--- config.mk ---
export PLATFORM = sky130hd
export DESIGN_NAME = fmr_top
export DESIGN_NICKNAME = d
export VERILOG_FILES = /design/src/rtl/fmr_pkg.sv /design/src/rtl/fmr_cfg.sv /design/src/rtl/fmr_seq.sv /design/src/rtl/fmr_cap.sv /design/src/rtl/fmr_top.sv
export SDC_FILE = /design/constraint.sdc
export NUM_CORES = 1
export LEC_CHECK = 0
export BUFFER_PORTS_ARGS = -buffer_cell sky130_fd_sc_hd__buf_2
export CORE_MARGIN = 2
export CORE_UTILIZATION = 30
export CTS_CLUSTER_SIZE = 16
export DETAILED_ROUTE_END_ITERATION = 7
export PLACE_DENSITY = 0.5
export SETUP_SLACK_MARGIN = 0.4
export SYNTH_ARGS = -nofsm -noshare
export SYNTH_HDL_FRONTEND = slang
export SYNTH_SLANG_ARGS = --single-unit
--- constraint.sdc ---
create_clock -name clk -period 4.6 [get_ports clk]
set_input_delay 1.38 -clock clk [delete_from_list [all_inputs] [get_ports clk]]
set_output_delay 1.38 -clock clk [all_outputs]
set_load 0.03 [all_outputs]
--- src/rtl/fmr_pkg.sv ---
package fmr_pkg;

    localparam int SETUP_W = 14;
    localparam int HDR_W   = 64;
    localparam int WORD_W  = 32;
    localparam int WORD_BYTES = WORD_W / 8;

    typedef enum logic [1:0] {
        ST_IDLE,
        ST_HDR,
        ST_DATA,
        ST_DONE
    } fmr_state_e;

    // lanes holds log2 of the data line count: 0, 1 or 2
    typedef struct packed {
        logic [1:0] lanes;
        logic [1:0] dummy;
        logic [1:0] aw;
        logic [7:0] op;
    } setup_t;

    function automatic setup_t decode_setup(input logic [SETUP_W-1:0] raw);
        setup_t s;
        s.op    = raw[7:0];
        s.aw    = raw[9:8];
        s.dummy = raw[11:10];
        unique case (raw[13:12])
            2'b11:   s.lanes = 2'd2;
            2'b01:   s.lanes = 2'd1;
            default: s.lanes = 2'd0;
        endcase
        return s;
    endfunction

endpackage

--- src/rtl/fmr_cfg.sv ---
module fmr_cfg
    import fmr_pkg::*;
#(
    parameter int NUM_CS     = 4,
    parameter int CFG_AW     = 8,
    parameter int SETUP_BASE = 'h54,
    parameter int SWITCH_OFF = 'h64,
    localparam int CS_W      = $clog2(NUM_CS)
) (
    input  logic               clk,
    input  logic               rst_n,
    input  logic               cfg_we,
    input  logic [CFG_AW-1:0]  cfg_addr,
    input  logic [SETUP_W-1:0] cfg_wdata,
    input  logic [CS_W-1:0]    cs_sel,
    output setup_t             sel_setup,
    output logic               mm_en
);

    typedef struct packed {
        setup_t [NUM_CS-1:0] setup;
        logic                mm_en;
    } cfg_t;

    cfg_t q, d;
    logic [NUM_CS-1:0] slot_hit;
    logic              switch_hit;

    for (genvar i = 0; i < NUM_CS; i++) begin : g_slot
        assign slot_hit[i] = cfg_we && (cfg_addr == CFG_AW'(SETUP_BASE + 4 * i));
    end

    assign switch_hit = cfg_we && (cfg_addr == CFG_AW'(SWITCH_OFF));

    always_comb begin
        d = q;
        for (int i = 0; i < NUM_CS; i++) begin
            if (slot_hit[i]) begin
                d.setup[i] = decode_setup(cfg_wdata);
            end
        end
        if (switch_hit) begin
            d.mm_en = cfg_wdata[0];
        end
    end

    always_ff @(posedge clk or negedge rst_n) begin
        if (!rst_n) begin
            q <= '0;
        end else begin
            q <= d;
        end
    end

    assign sel_setup = q.setup[cs_sel];
    assign mm_en     = q.mm_en;

endmodule

--- src/rtl/fmr_seq.sv ---
module fmr_seq
    import fmr_pkg::*;
#(
    parameter int NUM_CS = 4,
    parameter int OFF_W  = 24,
    localparam int CS_W  = $clog2(NUM_CS)
) (
    input  logic             clk,
    input  logic             rst_n,
    input  logic             rd_req,
    input  logic [OFF_W-1:0] rd_off,
    input  logic [CS_W-1:0]  cs_sel,
    input  logic             mm_en,
    input  setup_t           sel_setup,
    output logic             sclk,
    output logic             cs_act,
    output logic [CS_W-1:0]  cs_idx,
    output logic             mosi,
    output logic             mosi_oe,
    output logic             cap_stb,
    output logic             cap_clr,
    output logic [1:0]       lanes,
    output logic             rd_ready,
    output logic             rd_err
);

    typedef struct packed {
        fmr_state_e       state;
        logic             sclk;
        logic [HDR_W-1:0] hdr;
        logic [6:0]       hcnt;
        logic [5:0]       dcnt;
        logic [CS_W-1:0]  cs;
        logic [1:0]       lanes;
        logic             ready;
        logic             err;
    } seq_t;

    seq_t q, d;

    logic [31:0] addr32;
    logic [31:0] addr_al;
    logic [6:0]  hbits;

    // left-align the used address bytes so they leave first
    assign addr32  = 32'(rd_off);
    assign addr_al = addr32 << {(2'd3 - sel_setup.aw), 3'b000};
    assign hbits   = 7'({5'd0, sel_setup.aw} + 7'd2 + {5'd0, sel_setup.dummy}) << 3;

    always_comb begin
        d       = q;
        d.ready = 1'b0;
        d.err   = 1'b0;
        unique case (q.state)
            ST_IDLE: begin
                if (rd_req) begin
                    if (mm_en) begin
                        d.state = ST_HDR;
                        d.sclk  = 1'b0;
                        d.cs    = cs_sel;
                        d.lanes = sel_setup.lanes;
                        d.hdr   = {sel_setup.op, addr_al, 24'h0};
                        d.hcnt  = hbits;
                        d.dcnt  = 6'd32 >> sel_setup.lanes;
                    end else begin
                        d.state = ST_DONE;
                        d.ready = 1'b1;
                        d.err   = 1'b1;
                    end
                end
            end
            ST_HDR: begin
                if (!q.sclk) begin
                    d.sclk = 1'b1;
                end else begin
                    d.sclk = 1'b0;
                    d.hdr  = {q.hdr[HDR_W-2:0], 1'b0};
                    if (q.hcnt == 7'd1) begin
                        d.state = ST_DATA;
                    end else begin
                        d.hcnt = q.hcnt - 7'd1;
                    end
                end
            end
            ST_DATA: begin
                if (!q.sclk) begin
                    d.sclk = 1'b1;
                end else begin
                    d.sclk = 1'b0;
                    if (q.dcnt == 6'd1) begin
                        d.state = ST_DONE;
                        d.ready = 1'b1;
                    end else begin
                        d.dcnt = q.dcnt - 6'd1;
                    end
                end
            end
            ST_DONE: begin
                d.state = ST_IDLE;
            end
            default: begin
                d.state = ST_IDLE;
            end
        endcase
    end

    always_ff @(posedge clk or negedge rst_n) begin
        if (!rst_n) begin
            q <= '0;
        end else begin
            q <= d;
        end
    end

    assign sclk     = q.sclk;
    assign cs_act   = (q.state == ST_HDR) || (q.state == ST_DATA);
    assign cs_idx   = q.cs;
    assign mosi_oe  = (q.state == ST_HDR);
    assign mosi     = (q.state == ST_HDR) && q.hdr[HDR_W-1];
    assign cap_stb  = (q.state == ST_DATA) && q.sclk;
    assign cap_clr  = (q.state == ST_IDLE) && rd_req;
    assign lanes    = q.lanes;
    assign rd_ready = q.ready;
    assign rd_err   = q.err;

    a_r6_ready_single: assert property (@(posedge clk) disable iff (!rst_n)
        rd_ready |=> !rd_ready)
        else $error("rd_ready held longer than one cycle");

    a_r3_start_needs_en: assert property (@(posedge clk) disable iff (!rst_n)
        (q.state == ST_HDR && $past(q.state) == ST_IDLE) |-> $past(mm_en))
        else $error("transfer started while memory-mapped mode off");

    a_r10_cs_held: assert property (@(posedge clk) disable iff (!rst_n)
        (cs_act && ($past(q.state) == ST_HDR || $past(q.state) == ST_DATA)) |-> $stable(q.cs))
        else $error("chip select changed mid transfer");

endmodule

--- src/rtl/fmr_cap.sv ---
module fmr_cap
    import fmr_pkg::*;
(
    input  logic              clk,
    input  logic              rst_n,
    input  logic              clr,
    input  logic              stb,
    input  logic [1:0]        lanes,
    input  logic [3:0]        io_in,
    output logic [WORD_W-1:0] word
);

    typedef struct packed {
        logic [WORD_W-1:0] sr;
    } cap_t;

    cap_t q, d;

    always_comb begin
        d = q;
        if (clr) begin
            d.sr = '0;
        end else if (stb) begin
            unique case (lanes)
                2'd2:    d.sr = {q.sr[WORD_W-5:0], io_in};
                2'd1:    d.sr = {q.sr[WORD_W-3:0], io_in[1:0]};
                default: d.sr = {q.sr[WORD_W-2:0], io_in[1]};
            endcase
        end
    end

    always_ff @(posedge clk or negedge rst_n) begin
        if (!rst_n) begin
            q <= '0;
        end else begin
            q <= d;
        end
    end

    // first received byte sits at the top of the shifter, place it lowest
    for (genvar b = 0; b < WORD_BYTES; b++) begin : g_swap
        assign word[8*b +: 8] = q.sr[8*(WORD_BYTES-1-b) +: 8];
    end

endmodule

--- src/rtl/fmr_top.sv ---
module fmr_top
    import fmr_pkg::*;
#(
    parameter int NUM_CS = 4,
    parameter int OFF_W  = 24,
    parameter int CFG_AW = 8,
    localparam int CS_W  = $clog2(NUM_CS)
) (
    input  logic               clk,
    input  logic               rst_n,
    input  logic               cfg_we,
    input  logic [CFG_AW-1:0]  cfg_addr,
    input  logic [SETUP_W-1:0] cfg_wdata,
    input  logic               rd_req,
    input  logic [OFF_W-1:0]   rd_off,
    input  logic [CS_W-1:0]    cs_sel,
    output logic [WORD_W-1:0]  rd_data,
    output logic               rd_ready,
    output logic               rd_err,
    output logic               spi_sclk,
    output logic [NUM_CS-1:0]  spi_cs_n,
    output logic [3:0]         spi_io_out,
    output logic [3:0]         spi_io_oe,
    input  logic [3:0]         spi_io_in
);

    setup_t          sel_setup;
    logic            mm_en;
    logic            cs_act;
    logic [CS_W-1:0] cs_idx;
    logic            mosi;
    logic            mosi_oe;
    logic            cap_stb;
    logic            cap_clr;
    logic [1:0]      lanes;

    fmr_cfg #(
        .NUM_CS (NUM_CS),
        .CFG_AW (CFG_AW)
    ) u_cfg (
        .clk       (clk),
        .rst_n     (rst_n),
        .cfg_we    (cfg_we),
        .cfg_addr  (cfg_addr),
        .cfg_wdata (cfg_wdata),
        .cs_sel    (cs_sel),
        .sel_setup (sel_setup),
        .mm_en     (mm_en)
    );

    fmr_seq #(
        .NUM_CS (NUM_CS),
        .OFF_W  (OFF_W)
    ) u_seq (
        .clk       (clk),
        .rst_n     (rst_n),
        .rd_req    (rd_req),
        .rd_off    (rd_off),
        .cs_sel    (cs_sel),
        .mm_en     (mm_en),
        .sel_setup (sel_setup),
        .sclk      (spi_sclk),
        .cs_act    (cs_act),
        .cs_idx    (cs_idx),
        .mosi      (mosi),
        .mosi_oe   (mosi_oe),
        .cap_stb   (cap_stb),
        .cap_clr   (cap_clr),
        .lanes     (lanes),
        .rd_ready  (rd_ready),
        .rd_err    (rd_err)
    );

    fmr_cap u_cap (
        .clk   (clk),
        .rst_n (rst_n),
        .clr   (cap_clr),
        .stb   (cap_stb),
        .lanes (lanes),
        .io_in (spi_io_in),
        .word  (rd_data)
    );

    for (genvar i = 0; i < NUM_CS; i++) begin : g_csn
        assign spi_cs_n[i] = !(cs_act && (cs_idx == CS_W'(i)));
    end

    assign spi_io_out = {3'b000, mosi};
    assign spi_io_oe  = {3'b000, mosi_oe};

    a_r8_one_cs: assert property (@(posedge clk) disable iff (!rst_n)
        $onehot0(~spi_cs_n))
        else $error("more than one chip select low");

    a_r4_oe_selected: assert property (@(posedge clk) disable iff (!rst_n)
        (spi_io_oe != 4'b0000) |-> !(&spi_cs_n))
        else $error("data line driven with no chip select");

    a_r9_err_quiet: assert property (@(posedge clk) disable iff (!rst_n)
        rd_err |-> (&spi_cs_n && !spi_sclk && rd_data == '0))
        else $error("refused read touched the pins or data");

    a_r3_cs_fall_needs_en: assert property (@(posedge clk) disable iff (!rst_n)
        $fell(&spi_cs_n) |-> $past(mm_en))
        else $error("chip select fell with mode off");

endmodule

==> metrics.cfg, run 1 <==
[worst_setup_path]
cp.depth = 4
start_kind = flop
crit_slowest_cell = ha_1
critPathBufInv = 2
cp_cell_sequence = inv_1, ha_1, or3b_2, buf_2
r2r_start = u_seq.q[85]
worst-path-max-fanout = 6
r2r_slack_ns = 1.80
critPathRequiredTime_ns = 3.22
r2r_end = u_seq.q[13]
reg2regPathDepth = 7
crit_type = flop to output port
cp_data_arrival_time_ns = 2.01
max_stage_delay_ns = 0.47
crit_family = adder cells
cp-end-kind = output port

[sta]
fmax_mhz = 295
hold_viol = 0
fin_crit_ns = 3.39
holdWs_ns = 0.496
post-route-period-util_pct = 73.6
max_slew.worst_pin.slew_ns = 1.14
grt_setup_unrepaired = no
finClkSkew_ns = 0.0115
worst_slack_ns = 1.21
tns_ns = 0
slew_headroom_pct = 24.0
setup_viol = 0
slew_viol_final = 0

[power_and_ir_drop]
max-vdd-ir-drop_v = 0.000288
powerDensity_nw_per_um2 = 563
leakage_nw = 4.16

[clock_tree]
clk_latency_ns = 0.43
cts.path.max_buffers = 2
hold_buffers = 0
htreeDepth = 4
postCtsSetupRepairBufs = 0
cts_buffers = 17
cts_resized = 0
cts_tree = built
cts_sinks = 151
clock-root-buffer = clkbuf_16
clk_pin_slew_ns = 0.07

[floorplanning]
fp.dieH_um = 170
io_pins = 103
rows = 60
start_util_pct = 30.6
die_w_um = 170
coreArea_sq_um = 27100
dieArea_sq_um = 29000

[placement]
gp_congestion = 0.751
portBuffers = 96
dpl_worst_slack_ns = 0.961
place.detailed.hpwl_um = 14000
post_dp_cell_area_sq_um = 9050

[cells_and_area]
final_cell_area_sq_um = 9610
area_growth_pct = 15.7
fin_util_pct = 35.5
diodes = 0
finalNetCount = 937
layout-drive-gt1-share_pct = 27.9

[global_routing]
grt_pass1_wl_um = 34800
grt_usage_pct = 15.2
grt_pass1_vias = 6140
grt_max_degree = 79
globalRoute.totalOverflow = 0
grt_antenna_before_repair = 0

[logic_synthesis]
syn_inst = 801
synth_top_area_share_pct = 45.5
yosys_warnings = 0
synth.distinct_cells = 64
synthTopCellsByArea = dfrtp_1, mux2_2, mux4_2
synth_edf_count = 0
syn-cell-area_sq_um = 8300
ys_ff_latch = 151
synthFlopType = dfrtp_1
synth_top_cell_by_area = dfrtp_1
avgSynthCellArea_sq_um = 10.4
ys_seq_area_share_pct = 45.5
synthArstFlopShare_pct = 100

[flow_run]
maxCapViolations = 0

[drt]
drtAntennaViolNets = 0
drc_errors = 0
drtPass1Iterations = 5
routed-via-count = 6388
routed_wl_um = 21200
wl_per_cell_um = 17.0
vias_per_cell = 5.10
initialDrtViolationCount = 517

[status]
status = finished clean

[hold_path]
holdPathEnd = u_cap.q[31]
hold_start = u_cap.q[31]
min_path_type = flop to flop
hold_depth = 2

-- metal layers --
layer	vias to the layer above	wire length, um	track usage [%]
met5	-	0	0
met4	0	222	4.57
met3	14	831	2.93
met2	134	9580	22.7
met1	3191	10600	22.4
li1	3049	-	-
-- through the flow --
step / total power [mW] / cells
6_report: 5.41 / 1253
5_1_grt: 5.82 / 1253
4_1_cts: 5.46 / 1253
3_5_place_dp: 4.06 / 1221
3_3_place_gp: 4.05 / 1221
2_1_floorplan: 3.55 / 806
-- cells by family after synthesis --
kind of cell	share of synthesized area (%)
buf+inv	5.26
flops	45.5
simple gates	13.6
compound gates	18.7
xor+xnor	0.106
mux	14.7
fa+ha+maj	2.05
other cells	0.0452
-- synth_stat cells, types with 3 or more instances --
cell / number
dfrtp_1: 151
ha_1: 12
clkbuf_1: 36
mux2i_1: 17
and2_1: 4
o22ai_1: 12
or2b_1: 3
buf_6: 5
nand2_1: 48
nand3b_1: 5
nor2_1: 95
o31a_1: 3
mux4_2: 16
mux2_2: 60
nand3_1: 10
o211ai_1: 4
nor2b_1: 12
buf_1: 7
a221oi_1: 32
buf_2: 10
or2_0: 4
a221oi_2: 14
buf_4: 10
a21oi_1: 59
o21ai_0: 44
or2_1: 4
inv_1: 17
nand2b_1: 24
nor3_1: 5
a22oi_1: 30
or3_1: 4
-- cell type report --
cell class                 count  area, sq um
clock buffer                  18          439
clock inverter                14          125
fill                        2762        17500
inverter                      18         68.8
multi-input combinational    567         4120
sequential                   151         3780
tap                          372          465
timing repair buffer         113          614
-- tightest hold or removal path, stage by stage (launching register included) --
cell	delay, ns
dfrtp_1	0.35
nand2_1	0.05
o21ai_0	0.06
-- where the power goes --
part / total [mW] / internal (mW) / switching, mW / leakage (nW)
combinational: 2.15 / 0.778 / 1.37 / 1.89
clock: 1.37 / 0.730 / 0.641 / 0.279
sequential: 1.89 / 1.64 / 0.257 / 1.99
-- how the worst max path moves through the flow --
| stage | to | startpoint | slack, ns |
|---|---|---|---|
| floorplan | u_seq.q[16] | cs_sel[0] | 1.28 |
| global placement | u_seq.q[17] | cs_sel[0] | 0.94 |
| detailed placement | u_seq.q[17] | cs_sel[0] | 0.96 |
| CTS | spi_cs_n[0] | u_seq.q[84] | 1.21 |
| global route | spi_cs_n[0] | u_seq.q[84] | 1.15 |
| finish | spi_cs_n[0] | u_seq.q[84] | 1.21 |
-- flip-flops by register name (all words and copies together), names as in the netlist --
signal,cells
u_cfg.q,56
u_seq.q,55
u_cap.q,32
u_seq.cs_idx,2
u_seq.lanes,2
u_cfg.mm_en,1
u_seq.rd_err,1
u_seq.rd_ready,1
u_seq.sclk,1
-- cells in the final DEF (no fill, tap or decap), drive strengths merged, types with 3 or more instances in the layout --
cell type    n
nor3         5
clkinv       3
nand3       10
nor2        95
dfrtp      151
mux2        61
mux2i       17
or3          4
and2         4
nand2       48
o21ai       44
nand2b      24
a221oi      46
mux4        16
nor2b       12
clkbuf      18
o31a         3
inv         28
conb         6
ha          12
nor3b        3
a22oi       30
buf        113
o22ai       12
or2          8
o211ai       4
or2b         3
a21oi       60
nand3b       5
Power figures use the tool's default switching activity.
==> run 2, diff against run 1 <==
--- a/config.mk
+++ b/config.mk
@@ -5,12 +5,13 @@
 export SDC_FILE = /design/constraint.sdc
 export NUM_CORES = 1
 export LEC_CHECK = 0
+export ABC_AREA = 1
 export BUFFER_PORTS_ARGS = -buffer_cell sky130_fd_sc_hd__buf_2
 export CORE_MARGIN = 2
 export CORE_UTILIZATION = 30
 export CTS_CLUSTER_SIZE = 16
 export DETAILED_ROUTE_END_ITERATION = 7
-export PLACE_DENSITY = 0.5
+export PLACE_DENSITY = 0.52
 export SETUP_SLACK_MARGIN = 0.4
 export SYNTH_ARGS = -nofsm -noshare
 export SYNTH_HDL_FRONTEND = slang
==> constraint.sdc (replaced) <==
create_clock -name clk -period 3.04 [get_ports clk]
set_input_delay 0.912 -clock clk [delete_from_list [all_inputs] [get_ports clk]]
set_output_delay 0.912 -clock clk [all_outputs]
set_load 0.03 [all_outputs]
==> run 2 against run 1 <==
Utilization barely moved. Total power is 18% lower. Worst setup slack got worse by 0.69 ns. Routed wire length rose by 4.1%. First-iteration DRC count is 8.3% higher. Non-clock buffer count up 8. Critical endpoint is now spi_cs_n[2].
==> metrics.cfg, run 2 <==
[logic_synthesis]
synth.distinct_cells = 42  ; -34%
syn-cell-area_sq_um = 8110  ; -2.4%
ys_top_cells_by_count = nand2_1, dfrtp_1, o21ai_0
synthFlopType = dfrtp_1
synth_top_cell_by_area = dfrtp_1
avgSynthCellArea_sq_um = 7.76  ; -25%
syn_inst = 1044  ; +30%
synthTopCellsByArea = dfrtp_1, nand2_1, o21ai_0
synth_top_area_share_pct = 46.6  ; +1.1 points
synth_edf_count = 0  ; unchanged
yosys_warnings = 0  ; unchanged
ys_seq_area_share_pct = 46.6  ; +1.1 points
ys_ff_latch = 151  ; unchanged
synth.most_common_cell = nand2_1
synthArstFlopShare_pct = 100  ; unchanged

[cells_and_area]
fin_util_pct = 35.4  ; about the same
final_cell_mix = nand2_1, dfrtp_1, o21ai_0, buf_2, a21oi_1
nFillCells = 2867  ; +3.8%
layout_commonest_cell = nand2_1
layout-drive-gt1-share_pct = 15.5  ; -12 points
reg_top3 = u_cfg.q: 56 flops, u_seq.q: 55 flops, u_cap.q: 32 flops
multi_input_area_sq_um = 3670  ; -11%
ff_latch_area_sq_um = 3780  ; unchanged
final_cell_area_sq_um = 9470  ; -1.5%
largest_reg_flops = 56  ; unchanged
area_growth_pct = 16.8
regMostFlops = u_cfg.q
finalNetCount = 1191  ; +27%
diodes = 0  ; unchanged

[drt]
vias_per_cell = 4.99  ; -2.2%
initialDrtViolationCount = 560  ; +8.3%
drtAntennaViolNets = 0  ; unchanged
met3WireLength_um = 868  ; +4.5%
drc_errors = 0  ; unchanged
met1Wirelength_um = 10100  ; -4.9%
routed-via-count = 7362  ; +15%
dr.max_layer_used = met4
wl_per_cell_um = 15.0  ; -12%
drtPass1Iterations = 7  ; +2
routed-wl-met2_um = 10800  ; +12%
routed_wl_um = 22100  ; +4.1%

[sta]
max_slew.worst_pin.slew_ns = 0.789  ; -0.351 ns
tns_ns = 0  ; unchanged
fin_crit_ns = 2.51
hold_viol = 0  ; unchanged
finClkSkew_ns = 0.0140  ; +0.00257 ns
slew_viol_final = 0  ; unchanged
post-route-period-util_pct = 82.7
grt_setup_unrepaired = no
fmax_mhz = 398
slew_headroom_pct = 47.4  ; +23 points
setup_viol = 0  ; unchanged

[power_and_ir_drop]
finalPower_mw = 4.44  ; -18%
leakage_nw = 4.69  ; +13%
powerDensity_nw_per_um2 = 469  ; -17%
max-vdd-ir-drop_v = 0.000293  ; +1.6%

[global_routing]
grt_max_degree = 53  ; -33%
grt_pass1_vias = 7137  ; +16%
grt_antenna_before_repair = 0  ; unchanged
grt_usage_pct = 16.1  ; +0.83 points
grt_pass1_wl_um = 36900  ; +6.2%
globalRoute.totalOverflow = 0  ; unchanged

[clock_tree]
clock-root-buffer = clkbuf_16
cts_tree = built
clk_latency_ns = 0.43  ; about the same
clk_pin_slew_ns = 0.07  ; about the same
cts_buffers = 17  ; unchanged
cts.path.max_buffers = 2  ; unchanged
cts_sinks = 151  ; unchanged
htreeDepth = 4  ; unchanged
hold_buffers = 0  ; unchanged

[floorplanning]
rows = 60  ; unchanged
die_w_um = 168  ; -1.2%
fp.dieH_um = 168  ; -1.2%
io_pins = 103  ; unchanged
dieArea_sq_um = 28400  ; -2.3%
coreArea_sq_um = 26700  ; -1.4%
start_util_pct = 30.3  ; -0.30 points

[worst_setup_path]
start_kind = flop
worst-path-max-fanout = 7  ; +1
cp_cell_sequence = inv_1, ha_1, nand3_1, buf_2
crit_slowest_cell = dfrtp_1
cp_data_arrival_time_ns = 1.60  ; -0.41 ns
crit_type = flop to output port
critPathRequiredTime_ns = 2.13  ; -1.09 ns
max_stage_delay_ns = 0.39  ; -0.08 ns
cp-end-kind = output port

[placement]
place.detailed.hpwl_um = 15200  ; +8.6%
post_dp_cell_area_sq_um = 8900  ; -1.6%
portBuffers = 96  ; unchanged
gp_congestion = 0.813  ; +8.3%

[hold_path]
min_path_type = input pin to async pin

[status]
status = finished clean

[flow_run]
maxCapViolations = 0  ; unchanged

run 2: cell families after synthesis:
kind of cell               after synthesis  synth area share, %
and+or+nand+nor                        429                 22.9
AOI/OAI and AO/OA                      292                 19.7
buffers and inverters                  157                 8.54
DFF                                    151                 46.6
adders and majority gates               13                 2.10
xor gates and xnor gates                 1                0.108
other                                    1               0.0463
run 2: final timing paths:
path	from	end	slack (ns)	cells past startpoint
min in group clk	u_cfg.q[19]	u_cfg.q[19]	0.48	2
max	u_seq.q[84]	spi_cs_n[2]	0.53	4
max in group asynchronous	rst_n	u_cfg.q[16]	1.92	2
min reg2reg	u_cfg.q[19]	u_cfg.q[19]	0.48	2
max reg2reg	u_seq.q[84]	u_cap.q[12]	0.95	7
min	rst_n	u_cap.q[26]	0.43	1
run 2: stage by stage:
| stage | hold WS [ns] | worst slack [ns] | std cells |
|---|---|---|---|
| 6_report | 0.431 | 0.526 | 1476 |
| 5_1_grt | 0.456 | 0.433 | 1476 |
| 4_1_cts | 0.440 | 0.486 | 1476 |
| 3_5_place_dp | 0.466 | 0.377 | 1444 |
| 3_3_place_gp | 0.462 | 0.389 | 1444 |
| 2_1_floorplan | 0.448 | 0.437 | 1049 |
run 2: report_power, final:
group | internal [mW] | switching [mW]
Clock | 1.09 | 0.904
Combinational | 0.112 | 0.244
Sequential | 2.06 | 0.0374
Total | 3.26 | 1.19
run 2: critical path, delay by kind of cell, from the launching register on:
| kind | cells | cell delay (ns) |
|---|---|---|
| adders and majority gates | 1 | 0.39 |
| and+or+nand+nor | 1 | 0.12 |
| buffers and inverters | 2 | 0.29 |
| DFF | 1 | 0.39 |
run 2: timing repair:
action                                  CTS  global route
endpoints found under the setup margin    1             0
setup buffers                             0             0
gates resized for setup                   1             0
run 2: layout make-up:
cell class,count,share of cell area [%]
clock buffers,19,4.68
well taps,341,4.51
flip-flops and latches,151,39.9
repair buffers,121,7.39
clock inverters,13,1.19
multi-input cells,741,38.7
inverters,90,3.61
run 2: routing by layer:
layer	vias up	GRT usage [%]
met1	3489	21.3
met3	32	2.35
li1	3660	-
met4	0	5.43
met5	-	0
met2	181	27.0
